`src/rtl/intc_pkg.sv`:
```
package intc_pkg;
  localparam int unsigned OFS_W = 8;
  typedef logic [OFS_W-1:0] ofs_t;

  localparam ofs_t OFS_FIQ_VIEW = 8'h08;
  localparam ofs_t OFS_FRC      = 8'h14;
  localparam ofs_t OFS_FRC_SET  = 8'h18;
  localparam ofs_t OFS_FRC_CLR  = 8'h1C;
  localparam ofs_t OFS_CPU_EN   = 8'h20;
  localparam ofs_t OFS_CPU_SET  = 8'h24;
  localparam ofs_t OFS_CPU_CLR  = 8'h28;
  localparam ofs_t OFS_CPU_CLS  = 8'h2C;
  localparam ofs_t OFS_COP_EN   = 8'h30;
  localparam ofs_t OFS_COP_SET  = 8'h34;
  localparam ofs_t OFS_COP_CLR  = 8'h38;
  localparam ofs_t OFS_COP_CLS  = 8'h3C;

  localparam int unsigned NUM_TGT = 2;
  localparam int unsigned TGT_CPU = 0;
  localparam int unsigned TGT_COP = 1;

  function automatic logic is_readable(ofs_t a);
    case (a)
      OFS_FIQ_VIEW, OFS_FRC, OFS_FRC_SET, OFS_FRC_CLR,
      OFS_CPU_EN, OFS_CPU_SET, OFS_CPU_CLR, OFS_CPU_CLS,
      OFS_COP_EN, OFS_COP_SET, OFS_COP_CLR, OFS_COP_CLS: return 1'b1;
      default: return 1'b0;
    endcase
  endfunction

  function automatic logic is_writable(ofs_t a);
    return is_readable(a) && (a != OFS_FIQ_VIEW);
  endfunction
endpackage

```
`src/rtl/intc_sync.sv`:
```
module intc_sync #(
  parameter int unsigned WIDTH  = 32,
  parameter int unsigned STAGES = 2
) (
  input  logic             clk_i,
  input  logic             rst_ni,
  input  logic [WIDTH-1:0] d_i,
  output logic [WIDTH-1:0] q_o
);
  logic [WIDTH-1:0] stg_q [STAGES];

  always_ff @(posedge clk_i or negedge rst_ni) begin
    if (!rst_ni) stg_q[0] <= '0;
    else         stg_q[0] <= d_i;
  end

  for (genvar s = 1; s < STAGES; s++) begin : g_stg
    always_ff @(posedge clk_i or negedge rst_ni) begin
      if (!rst_ni) stg_q[s] <= '0;
      else         stg_q[s] <= stg_q[s-1];
    end
  end

  assign q_o = stg_q[STAGES-1];
endmodule

```
`src/rtl/intc_regs.sv`:
```
module intc_regs
  import intc_pkg::*;
#(
  parameter int unsigned N_SRC = 32
) (
  input  logic             clk_i,
  input  logic             rst_ni,
  input  logic             req_valid_i,
  input  logic             req_write_i,
  input  ofs_t             req_addr_i,
  input  logic [N_SRC-1:0] req_wdata_i,
  output logic [N_SRC-1:0] rsp_rdata_o,
  input  logic [N_SRC-1:0] active_i,
  output logic [N_SRC-1:0] frc_o,
  output logic [N_SRC-1:0] cpu_en_o,
  output logic [N_SRC-1:0] cpu_cls_o,
  output logic [N_SRC-1:0] cop_en_o,
  output logic [N_SRC-1:0] cop_cls_o
);
  logic [N_SRC-1:0] frc_q, cpu_en_q, cpu_cls_q, cop_en_q, cop_cls_q;
  logic [N_SRC-1:0] rdata_q, rmux;
  logic             wr, rd;

  assign wr = req_valid_i &  req_write_i;
  assign rd = req_valid_i & ~req_write_i;

  always_ff @(posedge clk_i or negedge rst_ni) begin
    if (!rst_ni) begin
      frc_q     <= '0;
      cpu_en_q  <= '0;
      cpu_cls_q <= '0;
      cop_en_q  <= '0;
      cop_cls_q <= '0;
    end else if (wr) begin
      case (req_addr_i)
        OFS_FRC:     frc_q     <= req_wdata_i;
        OFS_FRC_SET: frc_q     <= frc_q | req_wdata_i;
        OFS_FRC_CLR: frc_q     <= frc_q & ~req_wdata_i;
        OFS_CPU_EN:  cpu_en_q  <= req_wdata_i;
        OFS_CPU_SET: cpu_en_q  <= cpu_en_q | req_wdata_i;
        OFS_CPU_CLR: cpu_en_q  <= cpu_en_q & ~req_wdata_i;
        OFS_CPU_CLS: cpu_cls_q <= req_wdata_i;
        OFS_COP_EN:  cop_en_q  <= req_wdata_i;
        OFS_COP_SET: cop_en_q  <= cop_en_q | req_wdata_i;
        OFS_COP_CLR: cop_en_q  <= cop_en_q & ~req_wdata_i;
        OFS_COP_CLS: cop_cls_q <= req_wdata_i;
        default: ;
      endcase
    end
  end

  // alias offsets read back their base register
  always_comb begin
    case (req_addr_i)
      OFS_FIQ_VIEW:                     rmux = active_i & cpu_en_q & cpu_cls_q;
      OFS_FRC, OFS_FRC_SET, OFS_FRC_CLR: rmux = frc_q;
      OFS_CPU_EN, OFS_CPU_SET, OFS_CPU_CLR: rmux = cpu_en_q;
      OFS_CPU_CLS:                      rmux = cpu_cls_q;
      OFS_COP_EN, OFS_COP_SET, OFS_COP_CLR: rmux = cop_en_q;
      OFS_COP_CLS:                      rmux = cop_cls_q;
      default:                          rmux = '0;
    endcase
  end

  always_ff @(posedge clk_i or negedge rst_ni) begin
    if (!rst_ni) rdata_q <= '0;
    else         rdata_q <= rd ? rmux : '0;
  end

  assign rsp_rdata_o = rdata_q;
  assign frc_o       = frc_q;
  assign cpu_en_o    = cpu_en_q;
  assign cpu_cls_o   = cpu_cls_q;
  assign cop_en_o    = cop_en_q;
  assign cop_cls_o   = cop_cls_q;
endmodule

```
`src/rtl/intc_route.sv`:
```
module intc_route #(
  parameter int unsigned N_SRC = 32
) (
  input  logic [N_SRC-1:0] active_i,
  input  logic [N_SRC-1:0] en_i,
  input  logic [N_SRC-1:0] cls_i,
  output logic             irq_o,
  output logic             fiq_o
);
  logic [N_SRC-1:0] gated;

  assign gated = active_i & en_i;
  assign irq_o = |(gated & ~cls_i);
  assign fiq_o = |(gated &  cls_i);
endmodule

```
`src/rtl/intc_bank.sv`:
```
module intc_bank
  import intc_pkg::*;
#(
  parameter int unsigned N_SRC       = 32,
  parameter int unsigned SYNC_STAGES = 2
) (
  input  logic             clk_i,
  input  logic             rst_ni,
  input  logic [N_SRC-1:0] irq_lines_i,
  input  logic             req_valid_i,
  input  logic             req_write_i,
  input  logic [OFS_W-1:0] req_addr_i,
  input  logic [N_SRC-1:0] req_wdata_i,
  output logic [N_SRC-1:0] rsp_rdata_o,
  output logic             cpu_irq_o,
  output logic             cpu_fiq_o,
  output logic             cop_irq_o,
  output logic             cop_fiq_o
);
  logic [N_SRC-1:0] lines_sync, active_w, frc_w;
  logic [N_SRC-1:0] cpu_en_w, cpu_cls_w, cop_en_w, cop_cls_w;
  logic [NUM_TGT-1:0][N_SRC-1:0] en_a, cls_a;
  logic [NUM_TGT-1:0] irq_a, fiq_a;

  intc_sync #(.WIDTH(N_SRC), .STAGES(SYNC_STAGES)) u_sync (
    .clk_i (clk_i),
    .rst_ni(rst_ni),
    .d_i   (irq_lines_i),
    .q_o   (lines_sync)
  );

  assign active_w = lines_sync | frc_w;

  intc_regs #(.N_SRC(N_SRC)) u_regs (
    .clk_i      (clk_i),
    .rst_ni     (rst_ni),
    .req_valid_i(req_valid_i),
    .req_write_i(req_write_i),
    .req_addr_i (req_addr_i),
    .req_wdata_i(req_wdata_i),
    .rsp_rdata_o(rsp_rdata_o),
    .active_i   (active_w),
    .frc_o      (frc_w),
    .cpu_en_o   (cpu_en_w),
    .cpu_cls_o  (cpu_cls_w),
    .cop_en_o   (cop_en_w),
    .cop_cls_o  (cop_cls_w)
  );

  assign en_a[TGT_CPU]  = cpu_en_w;
  assign en_a[TGT_COP]  = cop_en_w;
  assign cls_a[TGT_CPU] = cpu_cls_w;
  assign cls_a[TGT_COP] = cop_cls_w;

  for (genvar t = 0; t < NUM_TGT; t++) begin : g_tgt
    intc_route #(.N_SRC(N_SRC)) u_route (
      .active_i(active_w),
      .en_i    (en_a[t]),
      .cls_i   (cls_a[t]),
      .irq_o   (irq_a[t]),
      .fiq_o   (fiq_a[t])
    );
  end

  assign cpu_irq_o = irq_a[TGT_CPU];
  assign cpu_fiq_o = fiq_a[TGT_CPU];
  assign cop_irq_o = irq_a[TGT_COP];
  assign cop_fiq_o = fiq_a[TGT_COP];
endmodule

```
`config.mk`:
```
export PLATFORM = sky130hd
export DESIGN_NAME = intc_bank
export DESIGN_NICKNAME = d
export VERILOG_FILES = /design/src/rtl/intc_pkg.sv /design/src/rtl/intc_sync.sv /design/src/rtl/intc_regs.sv /design/src/rtl/intc_route.sv /design/src/rtl/intc_bank.sv
export SDC_FILE = /design/constraint.sdc
export NUM_CORES = 1
export LEC_CHECK = 0
export ABC_AREA = 1
export ABC_CLOCK_PERIOD_IN_PS = 1200
export BUFFER_PORTS_ARGS = -buffer_cell sky130_fd_sc_hd__buf_2
export CELL_PAD_IN_SITES_DETAIL_PLACEMENT = 1
export CELL_PAD_IN_SITES_GLOBAL_PLACEMENT = 1
export CORE_MARGIN = 4
export CORE_UTILIZATION = 40
export DETAILED_ROUTE_END_ITERATION = 6
export PLACE_DENSITY = 0.75
export RECOVER_POWER = 100
export SKIP_CTS_REPAIR_TIMING = 1
export SLEW_MARGIN = 20
export SYNTH_ARGS = -nofsm -noshare
export SYNTH_HDL_FRONTEND = slang
export SYNTH_SLANG_ARGS = --single-unit
export TNS_END_PERCENT = 10
```
`constraint.sdc`:
```
create_clock -name clk_i -period 1.2 [get_ports clk_i]
set_input_delay 0.12 -clock clk_i [delete_from_list [all_inputs] [get_ports clk_i]]
set_output_delay 0.12 -clock clk_i [all_outputs]
set_load 0.005 [all_outputs]
```
==> flow_summary_export.csv <==
group,metric,value,unit
status,status,"finished with violations",
status,failed_checks,"negative setup slack",
setup_path,reg2reg_from,"u_regs.frc_o[23]$_DFFE_PN0P_",
global_route,grt_usage,0.275,
drt,drtAntennaViolNets,0,
floorplan,start_util,0.404,
sta,setup_viol,65,
sta,relSlewSlack,0.386,
cts,cts-buffers-inserted,30,
sta,max_freq,0.481,GHz
layout,synthToLayoutAreaGrowth,40.3,%
logic_synthesis,synth_seq_area_share,0.504,
sta,finalCritPeriodShare,1.73,
logic_synthesis,syn_area,0.0127,sq mm
global_route,grt_pass1_wl,75100,um
setup_path,required,1080,ps
cts,cts_root_buf,"clkbuf_16",
global_route,antenna_found_initial,0,
logic_synthesis,synth-warning-count,0,
logic_synthesis,synth_top_area_share,0.504,
power_and_ir_drop,pwr-share-comb,0.117,
layout,final_cells,2500,
power_and_ir_drop,powerDensity,1190,mW/mm^2
job,cap_viol_max_count,0,
power_and_ir_drop,p_leak,0.00899,uW
hold_path,min_from,"req_addr_i[5]",
logic_synthesis,synth_edf_count,0,
power_and_ir_drop,p_int,15800,uW
placement,gp_congestion,0.866,
sta,tightest_slew,921,ps
drt,detail_route.wl_per_cell,20.5,um
power_and_ir_drop,finalPower,21200,uW
floorplan,coreArea,0.0315,sq mm
sta,hold_viol,0,
layout,nNetsFinal,2152,
drt,avgViaCountPerCell,5.34,
logic_synthesis,yosys_register_bits,256,
floorplan,boundaryPins,112,
global_route,grt_pass1_vias,14007,
drt,drcViolationCount,0,
sta,slew_viol_final,0,
drt,drt_first_pass_iters,5,
sta,finalCriticalPeriod,2080,ps
setup_path,crit_arrival,1960,ps
sta,finClkSkew,8.90,ps
drt,drt_iter0_drc,735,
logic_synthesis,syn_inst,1694,
layout,drive_above_1_share,0.260,
placement,dpl_worst_slack,-560,ps
floorplan,fp.dieW,186,um
placement,dp_cells,2376,
global_route,overflow,0,
sta,fin_worst_hold_slack,131,ps
cts,clk_pin_slew,60,ps
power_and_ir_drop,irDropWorstVdd,0.00102,V
setup_path,critPathKind,"reg2out",
logic_synthesis,synth_area_per_cell,7.50,sq um
setup_path,crit_fanout,3,
sta,rsz0062_at_grt,"yes",
hold_path,min_path_type,"in2reg",
power_and_ir_drop,seq_power_share,0.440,
logic_synthesis,synth_area_leaders,"dfrtp_1 50%, nand2_1 15%, nand3_1 8.6%",
global_route,use_met2,0.480,
sta,timing.final.ws_setup,-878,ps
power_and_ir_drop,p_sw,5470,uW
placement,dp_hpwl,32700,um
layout,antenna_cells,0,
global_route,grt_max_degree,65,
drt,wirelength,51400,um
setup_path,startpoint_type,"flip-flop",
global_route,grt_util_met3,0.0303,
floorplan,die_area,0.0347,sq mm
setup_path,end_kind,"primary output",
cts,cts_sinks,256,
logic_synthesis,syn-num-nets,1770,
cts,clk_latency,560,ps
global_route,grt_most_used_layer,"met2",
logic_synthesis,yosysUniqueCellTypes,22,
logic_synthesis,synth_async_sr_flop_share,1.00,
floorplan,std_cell_rows,65,
logic_synthesis,synth_top_area_cell,"dfrtp_1",
power_and_ir_drop,clkPwrFrac,0.444,
floorplan,die_h,186,um
layout,utilization,0.567,
cts,cts_tree,"yes",
placement,io_buffer_count,111,
global_route,grt_use_met1,0.357,
cts,htreeDepth,1,
logic_synthesis,ys_dominant_reg_cell,"dfrtp_1",
power_and_ir_drop,p_sw_frac,0.257,
cts,clock_path_buffers,3,
drt,vias,13343,
setup_path,cp-startpoint,"u_regs.frc_o[18]$_DFFE_PN0P_",
through the flow:
step	setup TNS [ps]	area, sq um
2_1_floorplan	0	12700
3_3_place_gp	-43660	15800
3_5_place_dp	-53930	15800
4_1_cts	-5620	16800
5_1_grt	-17740	17800
6_report	-4620	17800
cell type report:
class | count | area [sq um]
clock buffers | 44 | 875
clock inverters | 10 | 130
fillers | 3833 | 13600
inverters | 174 | 653
multi-input cells | 1187 | 5720
flip-flops and latches | 256 | 6410
well taps | 402 | 503
repair buffers | 427 | 3540
routing by layer:
| layer | up-vias | part of all wire |
|---|---|---|
| met2 | 373 | 0.51 |
| li1 | 6150 | - |
| met5 | - | 0 |
| met3 | 129 | 0.044 |
| met4 | 0 | 0.039 |
| met1 | 6691 | 0.41 |
power groups by stage:
stage / registers [uW] / clock network (uW) / logic, uW
3_5_place_dp: 9440 / 0 / 2110
5_1_grt: 9380 / 9930 / 2700
6_report: 9340 / 9420 / 2480
4_1_cts: 9300 / 9520 / 2140
3_3_place_gp: 9410 / 0 / 2040
2_1_floorplan: 9400 / 0 / 751
cells by family after synthesis:
kind of cell           after synthesis  share of synthesized area
AOI/OAI and AO/OA                  216                     0.0874
DFF                                256                      0.504
buffers and inverters              251                     0.0824
and+or+nand+nor                    971                      0.326
layout by cell type (no fill, tap or decap):
cell type	synthesis	final
a21oi_2	0	18
nand2_4	0	6
inv_1	172	167
o21ai_0	53	35
nor2_2	3	23
o21ai_2	0	9
buf_12	0	32
o211ai_1	12	12
nand3b_1	40	40
nand3_2	2	21
clkbuf_4	0	2
buf_8	0	2
nor3_1	1	1
dfrtp_1	256	253
nor2_1	169	145
inv_2	2	7
clkbuf_8	0	5
a21oi_1	113	95
clkbuf_16	0	31
nand2_2	5	37
clkbuf_1	16	9
clkinvlp_4	0	2
nand2_1	524	486
o21ai_1	38	47
bufinv_16	0	3
nand3_4	0	4
dfrtp_2	0	3
dlygate4sd3_1	0	67
nor2_4	5	9
clkinv_2	0	5
nand3_1	219	196
buf_4	14	201
clkbuf_2	0	2
or2_4	0	3
buf_6	1	10
buf_2	36	110
critical path, stage by stage (launching register included):
cell and delay (ps):
dfrtp_1 390, buf_4 150, o21ai_2 160, o21ai_2 80, nor2_2 140, nand2_1 90, nor2_2 140, nand2_2 110
buf_6 130
sequential cells by signal (all words and copies together), names as in the netlist:
signal / cells
u_sync.stg_q: 32
u_sync.q_o: 32
u_regs.frc_o: 32
u_regs.cpu_en_o: 32
u_regs.cop_en_o: 32
u_regs.rsp_rdata_o: 32
u_regs.cop_cls_o: 32
u_regs.cpu_cls_o: 32
synth_stat cells, types with 3 or more instances:
master and number:
a21oi_1 113, buf_1 10, buf_2 36, buf_4 14, clkbuf_1 16, dfrtp_1 256, inv_1 172, nand2_1 524
nand2_2 5, nand3_1 219, nand3b_1 40, nor2_1 169, nor2_2 3, nor2_4 5, o211ai_1 12, o21ai_0 53
o21ai_1 38, or2_2 3
final timing paths:
| check | end | slack (ps) | depth (start not counted) |
|---|---|---|---|
| max in group asynchronous | u_sync.q_o[3]$_DFF_PN0_ | -30 | 4 |
| min in group asynchronous | u_regs.cpu_en_o[23]$_DFFE_PN0P_ | 240 | 2 |
| hold reg to reg | u_sync.q_o[8]$_DFF_PN0_ | 350 | 0 |
| setup reg to reg | u_regs.rsp_rdata_o[23]$_DFF_PN0_ | -80 | 9 |
| setup / recovery | cop_irq_o | -880 | 8 |
| hold / removal | u_regs.rsp_rdata_o[27]$_DFF_PN0_ | 130 | 5 |
(Power assumes the default switching activity.)
